<file path="src/rtl/dptr_pkg.sv">
`timescale 1ns/1ps
package dptr_pkg;

    // Step code carried on step_i
    typedef enum logic [1:0] {
        STEP_NONE = 2'b00,
        STEP_INC  = 2'b01,
        STEP_DEC  = 2'b10,
        STEP_RSVD = 2'b11
    } step_e;

    // Which 16 of the 17 stored bits act as the pointer
    typedef enum logic {
        VIEW_BYTE = 1'b0,
        VIEW_WORD = 1'b1
    } view_e;

    // Per-cell update chosen each cycle
    typedef enum logic [1:0] {
        UPD_HOLD = 2'b00,
        UPD_LOAD = 2'b01,
        UPD_STEP = 2'b10
    } upd_e;

    // Kind of access presented this cycle
    typedef enum logic [1:0] {
        ACC_IDLE  = 2'b00,
        ACC_READ  = 2'b01,
        ACC_WRITE = 2'b10
    } acc_e;

endpackage

</file>
<file path="src/rtl/dptr_view.sv">
`timescale 1ns/1ps
module dptr_view
    import dptr_pkg::*;
#(
    parameter int unsigned ADDR_W = 16
) (
    input  logic [ADDR_W:0]   raw_i,
    input  view_e             view_i,
    output logic [ADDR_W-1:0] field_o
);

    // Select the active 16-bit window out of the stored value
    always_comb begin
        unique case (view_i)
            VIEW_WORD: field_o = raw_i[ADDR_W:1];
            VIEW_BYTE: field_o = raw_i[ADDR_W-1:0];
        endcase
    end

endmodule

</file>
<file path="src/rtl/dptr_merge.sv">
`timescale 1ns/1ps
module dptr_merge
    import dptr_pkg::*;
#(
    parameter int unsigned ADDR_W = 16
) (
    input  logic              keep_top_i,
    input  logic              keep_bot_i,
    input  view_e             view_i,
    input  logic [ADDR_W-1:0] field_i,
    output logic [ADDR_W:0]   raw_o
);

    // Place a new active field back, keeping the bit outside the window
    always_comb begin
        unique case (view_i)
            VIEW_WORD: raw_o = {field_i, keep_bot_i};
            VIEW_BYTE: raw_o = {keep_top_i, field_i};
        endcase
    end

endmodule

</file>
<file path="src/rtl/dptr_cell.sv">
`timescale 1ns/1ps
module dptr_cell
    import dptr_pkg::*;
#(
    parameter int unsigned ADDR_W = 16
) (
    input  logic              clk,
    input  logic              rst_n,
    input  view_e             view_i,
    input  logic              ld_en_i,
    input  logic [ADDR_W-1:0] ld_val_i,
    input  logic              step_req_i,
    input  step_e             dir_i,
    output logic [ADDR_W:0]   raw_o,
    output logic [ADDR_W-1:0] cur_o,
    output logic [ADDR_W-1:0] next_o
);

    localparam logic [ADDR_W-1:0] ONE  = {{(ADDR_W-1){1'b0}}, 1'b1};
    localparam logic [ADDR_W:0]   ZERO = '0;

    logic [ADDR_W:0]   raw_q;
    logic [ADDR_W-1:0] cur_f;
    logic [ADDR_W-1:0] step_f;
    logic [ADDR_W:0]   step_raw;
    logic [ADDR_W:0]   load_raw;
    upd_e              upd;

    dptr_view #(.ADDR_W(ADDR_W)) u_view (
        .raw_i   (raw_q),
        .view_i  (view_i),
        .field_o (cur_f)
    );

    // Step acts on the active field only: wraps inside 16 bits
    always_comb begin
        unique case (dir_i)
            STEP_INC:             step_f = cur_f + ONE;
            STEP_DEC:             step_f = cur_f - ONE;
            STEP_NONE, STEP_RSVD: step_f = cur_f;
        endcase
    end

    dptr_merge #(.ADDR_W(ADDR_W)) u_step_merge (
        .keep_top_i (raw_q[ADDR_W]),
        .keep_bot_i (raw_q[0]),
        .view_i     (view_i),
        .field_i    (step_f),
        .raw_o      (step_raw)
    );

    dptr_merge #(.ADDR_W(ADDR_W)) u_load_merge (
        .keep_top_i (raw_q[ADDR_W]),
        .keep_bot_i (raw_q[0]),
        .view_i     (view_i),
        .field_i    (ld_val_i),
        .raw_o      (load_raw)
    );

    // Load outranks the automatic step
    always_comb begin
        if (ld_en_i) begin
            upd = UPD_LOAD;
        end else if (step_req_i) begin
            upd = UPD_STEP;
        end else begin
            upd = UPD_HOLD;
        end
    end

    always_ff @(posedge clk or negedge rst_n) begin
        if (!rst_n) begin
            raw_q <= ZERO;
        end else begin
            unique case (upd)
                UPD_LOAD: raw_q <= load_raw;
                UPD_STEP: raw_q <= step_raw;
                UPD_HOLD: raw_q <= raw_q;
                default:  raw_q <= raw_q;
            endcase
        end
    end

    assign raw_o  = raw_q;
    assign cur_o  = cur_f;
    assign next_o = step_f;

endmodule

</file>
<file path="src/rtl/dual_data_ptr.sv">
`timescale 1ns/1ps
module dual_data_ptr
    import dptr_pkg::*;
#(
    parameter int unsigned ADDR_W  = 16,
    parameter int unsigned NUM_PTR = 2,
    parameter int unsigned SEL_W   = (NUM_PTR > 1) ? $clog2(NUM_PTR) : 1
) (
    input  logic               clk,
    input  logic               rst_n,
    input  logic [NUM_PTR-1:0] mode_i,
    input  logic [NUM_PTR-1:0] ld_en_i,
    input  logic [ADDR_W-1:0]  ld_val_i,
    input  logic               rd_en_i,
    input  logic               wr_en_i,
    input  logic [SEL_W-1:0]   acc_sel_i,
    input  logic [1:0]         step_i,
    input  logic [SEL_W-1:0]   rdbk_sel_i,
    output logic [ADDR_W-1:0]  rdbk_o,
    output logic [ADDR_W-1:0]  addr_o
);

    logic [ADDR_W:0]   ptr_raw [NUM_PTR];
    logic [ADDR_W-1:0] cur_f   [NUM_PTR];
    logic [ADDR_W-1:0] next_f  [NUM_PTR];
    acc_e              acc;
    step_e             dir;

    assign dir = step_e'(step_i);

    // Write takes precedence if both strobes are ever raised together
    always_comb begin
        if (wr_en_i) begin
            acc = ACC_WRITE;
        end else if (rd_en_i) begin
            acc = ACC_READ;
        end else begin
            acc = ACC_IDLE;
        end
    end

    for (genvar k = 0; k < NUM_PTR; k++) begin : g_ptr
        logic hit;
        assign hit = (acc != ACC_IDLE) && (acc_sel_i == SEL_W'(k));

        dptr_cell #(.ADDR_W(ADDR_W)) u_cell (
            .clk        (clk),
            .rst_n      (rst_n),
            .view_i     (view_e'(mode_i[k])),
            .ld_en_i    (ld_en_i[k]),
            .ld_val_i   (ld_val_i),
            .step_req_i (hit),
            .dir_i      (dir),
            .raw_o      (ptr_raw[k]),
            .cur_o      (cur_f[k]),
            .next_o     (next_f[k])
        );
    end

    // Post-step on read: current field; pre-step on write: moved field
    always_comb begin
        unique case (acc)
            ACC_WRITE:         addr_o = next_f[acc_sel_i];
            ACC_READ, ACC_IDLE: addr_o = cur_f[acc_sel_i];
            default:           addr_o = cur_f[acc_sel_i];
        endcase
    end

    assign rdbk_o = cur_f[rdbk_sel_i];

endmodule

</file>
<file path="config.mk">
export PLATFORM = sky130hd
export DESIGN_NAME = dual_data_ptr
export DESIGN_NICKNAME = d
export VERILOG_FILES = /design/src/rtl/dptr_pkg.sv /design/src/rtl/dptr_view.sv /design/src/rtl/dptr_merge.sv /design/src/rtl/dptr_cell.sv /design/src/rtl/dual_data_ptr.sv
export SDC_FILE = /design/constraint.sdc
export NUM_CORES = 1
export LEC_CHECK = 0
export BUFFER_PORTS_ARGS = -buffer_cell sky130_fd_sc_hd__buf_2
export CAP_MARGIN = 20
export CELL_PAD_IN_SITES_DETAIL_PLACEMENT = 1
export CELL_PAD_IN_SITES_GLOBAL_PLACEMENT = 2
export CORE_MARGIN = 4
export CORE_UTILIZATION = 32
export CTS_CLUSTER_SIZE = 24
export DETAILED_ROUTE_END_ITERATION = 10
export PLACE_DENSITY = 0.84
export SYNTH_ARGS = -nofsm -noshare
export SYNTH_HDL_FRONTEND = slang
export SYNTH_SLANG_ARGS = --single-unit
</file>
<file path="constraint.sdc">
create_clock -name clk -period 4.3 [get_ports clk]
set_input_delay 0.645 -clock clk [delete_from_list [all_inputs] [get_ports clk]]
set_output_delay 0.645 -clock clk [all_outputs]
set_load 0.01 [all_outputs]
</file>
==> flow_results.org <==
** Critical path
- The worst register-to-register path has a depth of 14.
- For the worst setup path, the data required time is 3650 ps.
- STA classifies the critical path endpoint as an output pin.
- Reg2reg setup slack :: 840 ps
- Data on the critical path arrives at its endpoint at 3520 ps.
- The worst setup path is launched from an input port.
- By startpoint and endpoint, the worst setup path is classified as input port to output pin.
- In this run the worst path has a maximum fanout of 4.

** Layout
- Summing all multi-input logic gate instances after layout gives 4720 µm².
- Sequential cell area in the final layout :: 851 µm²
- Layout cell share with drive strength beyond 1 :: 0.286
- Number of flip-flops under the largest register name :: 34
- Area overhead of the layout relative to synthesis :: 30.3%
- Nets@finish :: 944
- Final Non-Filler Cells :: 1116
- Number of fill cells in the layout :: 2162
- The number of antenna diodes in the final layout is 0.

** Yosys
- Yosys top cell by area :: dfrtp_1
- The Yosys step of the flow raised 0 warnings.
- Mapped Nets :: 826
- The share of synthesized area in the top cell type comes to 0.151.
- In the post-synthesis netlist, the biggest area contributors are dfrtp_1 (15%), mux2i_1 (8.5%), nor2_1 (6.5%).
- Counting every instance in the synthesized netlist gives 772.
- Count of cell types in the netlist :: 70
- Synthesized cell area :: 5640 µm²
- In this run the mean area of a mapped cell was 7.31 µm².
- Post-synth top flop :: dfrtp_1
- Yosys mapped a number of flops with a built-in enable equal to 0.
- Post-synthesis async set-or-reset flop share :: 1.00
- Sequential cell area fraction in the yosys report :: 0.151
- Flip-flop and latch count after synthesis :: 34

** Clock network
- Number of buffers created by CTS :: 5
- CTS tree :: done
- After clock tree synthesis, the clock-pin slew on the worst setup and hold paths is 60 ps.
- The clock tree synthesis step divided the H-tree into 2 levels.
- CTS placed an instance of clkbuf_16 at the clock tree root.
- TritonCTS Sinks :: 34
- Maximum clock path buffer count :: 2
- Insertion delay of the later-clocked pin in the worst-skew pair :: 290 ps

** STA
- In the finished design, the share of the clock period the worst path needs comes to 0.969.
- Setup violations remaining at the end of the flow were counted as 0.
- At the pin with the least slew margin, the transition time is 884 ps.
- Number of failing hold endpoints at the final stage :: 0
- Between clock sinks in the finished design, the worst skew comes to 4.03 ps.
- Relative slew margins :: 0.411
- The final number of max-transition violations was 0.
- Setup repair after global routing could not meet its margin everywhere.
- Maximum achievable frequency :: 240 MHz
- Time the worst path needs with I/O delays and setup :: 4170 ps
- Final setup margin :: 132 ps

** Drt
- Initial DRC Count :: 332
- Using the TritonRoute via totals, the vias-per-cell ratio works out to 5.82.
- The first detailed-routing pass took 5 iterations.
- Post-Route WL :: 23600 µm
- The final route contains 6496 vias.
- In the final routed layout, each cell accounts on average for 21.2 µm.
- The detail route stage leaves a number of antenna-violating nets equal to 0.
- Drc violations :: 0

** Power
- In this run the static leakage power is 0.00326 µW.
- Largest vdd supply drop :: 0.147 mV
- Overall power consumption after layout is estimated at 2530 µW.
- In this run the power density over the cells is 345 nW/µm².

** Placed design
- Number of placed cells counting well taps :: 1092
- The congestion estimate from routability-driven global placement came to 0.844.
- Quantity of I/O buffers inserted on ports :: 59
- Pre-CTS worst setup slack :: -51.1 ps
- The wire-length estimate of the detail-placed layout is 17900 µm.

** GRT
- Tot GR Track Use :: 0.224
- Initial antenna violation count :: 0
- Congestion Overflow GR :: 0
- Wire length of the first global-routing pass :: 35800 µm
- Maximum number of pins on one net before global-route repair :: 36
- Number of global-route vias before repair :: 6530

** Job
- Across the run, the number of max-cap violations was 0.

** Worst hold path
- Class of the tightest hold or removal check :: input port to async pin

** Die
- Chip Height :: 141 µm
- Initial cell density of the core :: 0.326
- From left edge to right edge, the die measures 141 µm.
- Total die area :: 19800 µm²
- I/O pin count :: 60
- The initialized floorplan defines 48 standard-cell rows.
- The total area inside the core boundary comes to 17300 µm².

** Run status
- The flow ran to the end, and the final reports show no timing, DRC or antenna violations.
==> path summary, 6_finish.rpt <==
kind                                     startpoint                        end
min in group clk           g_ptr[0].u_cell.raw_o[2]   g_ptr[0].u_cell.raw_o[2]
hold / removal                                rst_n  g_ptr[0].u_cell.raw_o[13]
setup / recovery                          mode_i[0]                 addr_o[13]
setup reg to reg           g_ptr[0].u_cell.raw_o[1]   g_ptr[0].u_cell.raw_o[7]
hold reg to reg            g_ptr[0].u_cell.raw_o[2]   g_ptr[0].u_cell.raw_o[2]
max in group asynchronous                     rst_n   g_ptr[1].u_cell.raw_o[4]
==> synth_stat cells, types with 3 or more instances <==
library cell,number
nor4_1,5
nor3_1,14
xor2_1,17
a221oi_1,9
and3_1,9
ha_1,24
o211a_1,3
nor2b_1,13
nor2_1,98
a211oi_1,17
clkbuf_1,37
a21o_1,13
a21boi_0,3
mux2_2,22
buf_2,7
nand2_1,71
o22a_1,3
o21ai_0,56
a31oi_1,7
mux4_2,7
dfrtp_1,34
buf_1,12
o2bb2ai_1,3
or3_1,4
a22oi_1,9
o221ai_1,3
a211o_1,5
o22ai_1,7
o21bai_1,3
a32oi_1,3
mux2i_1,48
xnor2_1,27
nor3b_1,3
nand2b_1,12
and4_1,3
a21oi_1,73
inv_1,26
o211ai_1,12
nand3_1,7
a32o_1,4
==> metal layers <==
metal | share of wire | up-vias | track usage
met5 | 0 | - | 0
met4 | 0.027 | 0 | 0.0607
met3 | 0.034 | 36 | 0.0180
met2 | 0.49 | 150 | 0.384
met1 | 0.45 | 3225 | 0.303
li1 | - | 3085 | -
==> worst max-delay path, cell delays in order <==
cell	delay [ps]
buf_4	140
mux2_4	330
ha_4	240
a21o_1	150
a31o_1	200
a222oi_1	310
buf_4	190
a211oi_2	50
buf_4	150
nor2_4	170
o21ai_4	80
xor2_2	190
and4_1	210
nor4_4	280
buf_2	170
==> where the power goes <==
group | total, µW | switching (µW) | internal [µW]
clock network | 386 | 155 | 230
registers | 466 | 90.3 | 376
logic | 1680 | 919 | 763
==> cells in the final DEF, fill, tap and decap left out, types with 8 or more instances in the layout <==
master,instances
a211oi_1,15
a21o_1,13
a21oi_1,67
a221oi_1,8
a22oi_1,8
and3_1,9
buf_2,58
buf_4,100
clkbuf_16,8
dfrtp_1,34
ha_1,18
inv_1,25
mux2_2,19
mux2i_1,42
nand2_1,70
nand2b_1,12
nor2_1,96
nor2b_1,13
nor3_1,14
o211ai_1,12
o21ai_0,51
xnor2_1,26
xor2_1,16
==> kinds of logic (layout without fill, tap and decap cells) <==
logic type	after synthesis	after routing	synth area share
mux	78	78	0.160
buf+inv	83	202	0.0581
xor+xnor	44	44	0.0683
compound gates	259	259	0.303
fa+ha+maj	26	26	0.0603
simple gates	248	248	0.200
flops	34	34	0.151
==> stage by stage <==
stage	area, µm²	setup TNS (ps)	hold WS, ps	util
6_report	7350	0	475	0.425
4_1_cts	6970	0	497	0.403
3_3_place_gp	6800	0	474	0.393
2_1_floorplan	5700	0	349	-
5_1_grt	7350	-137	533	0.425
3_5_place_dp	6800	-71.7	482	0.393
==> repair_timing <==
action	in CTS	in global routing
setup endpoints to repair	3	9
setup buffers	0	13
pin swaps	0	18
endpoints found under the hold margin	0	0
cloned	0	3
hold buffers	0	0
gates resized for setup	5	47
==> layout make-up <==
cell class	count	area share
Clock buffer	7	0.0194
Clock inverter	1	0.000681
Inverter	26	0.0133
Multi-Input combinational cell	655	0.642
Sequential cell	34	0.116
Tap cell	225	0.0383
Timing Repair Buffer	168	0.171
No activity file was read; power rests on OpenSTA's default activity.
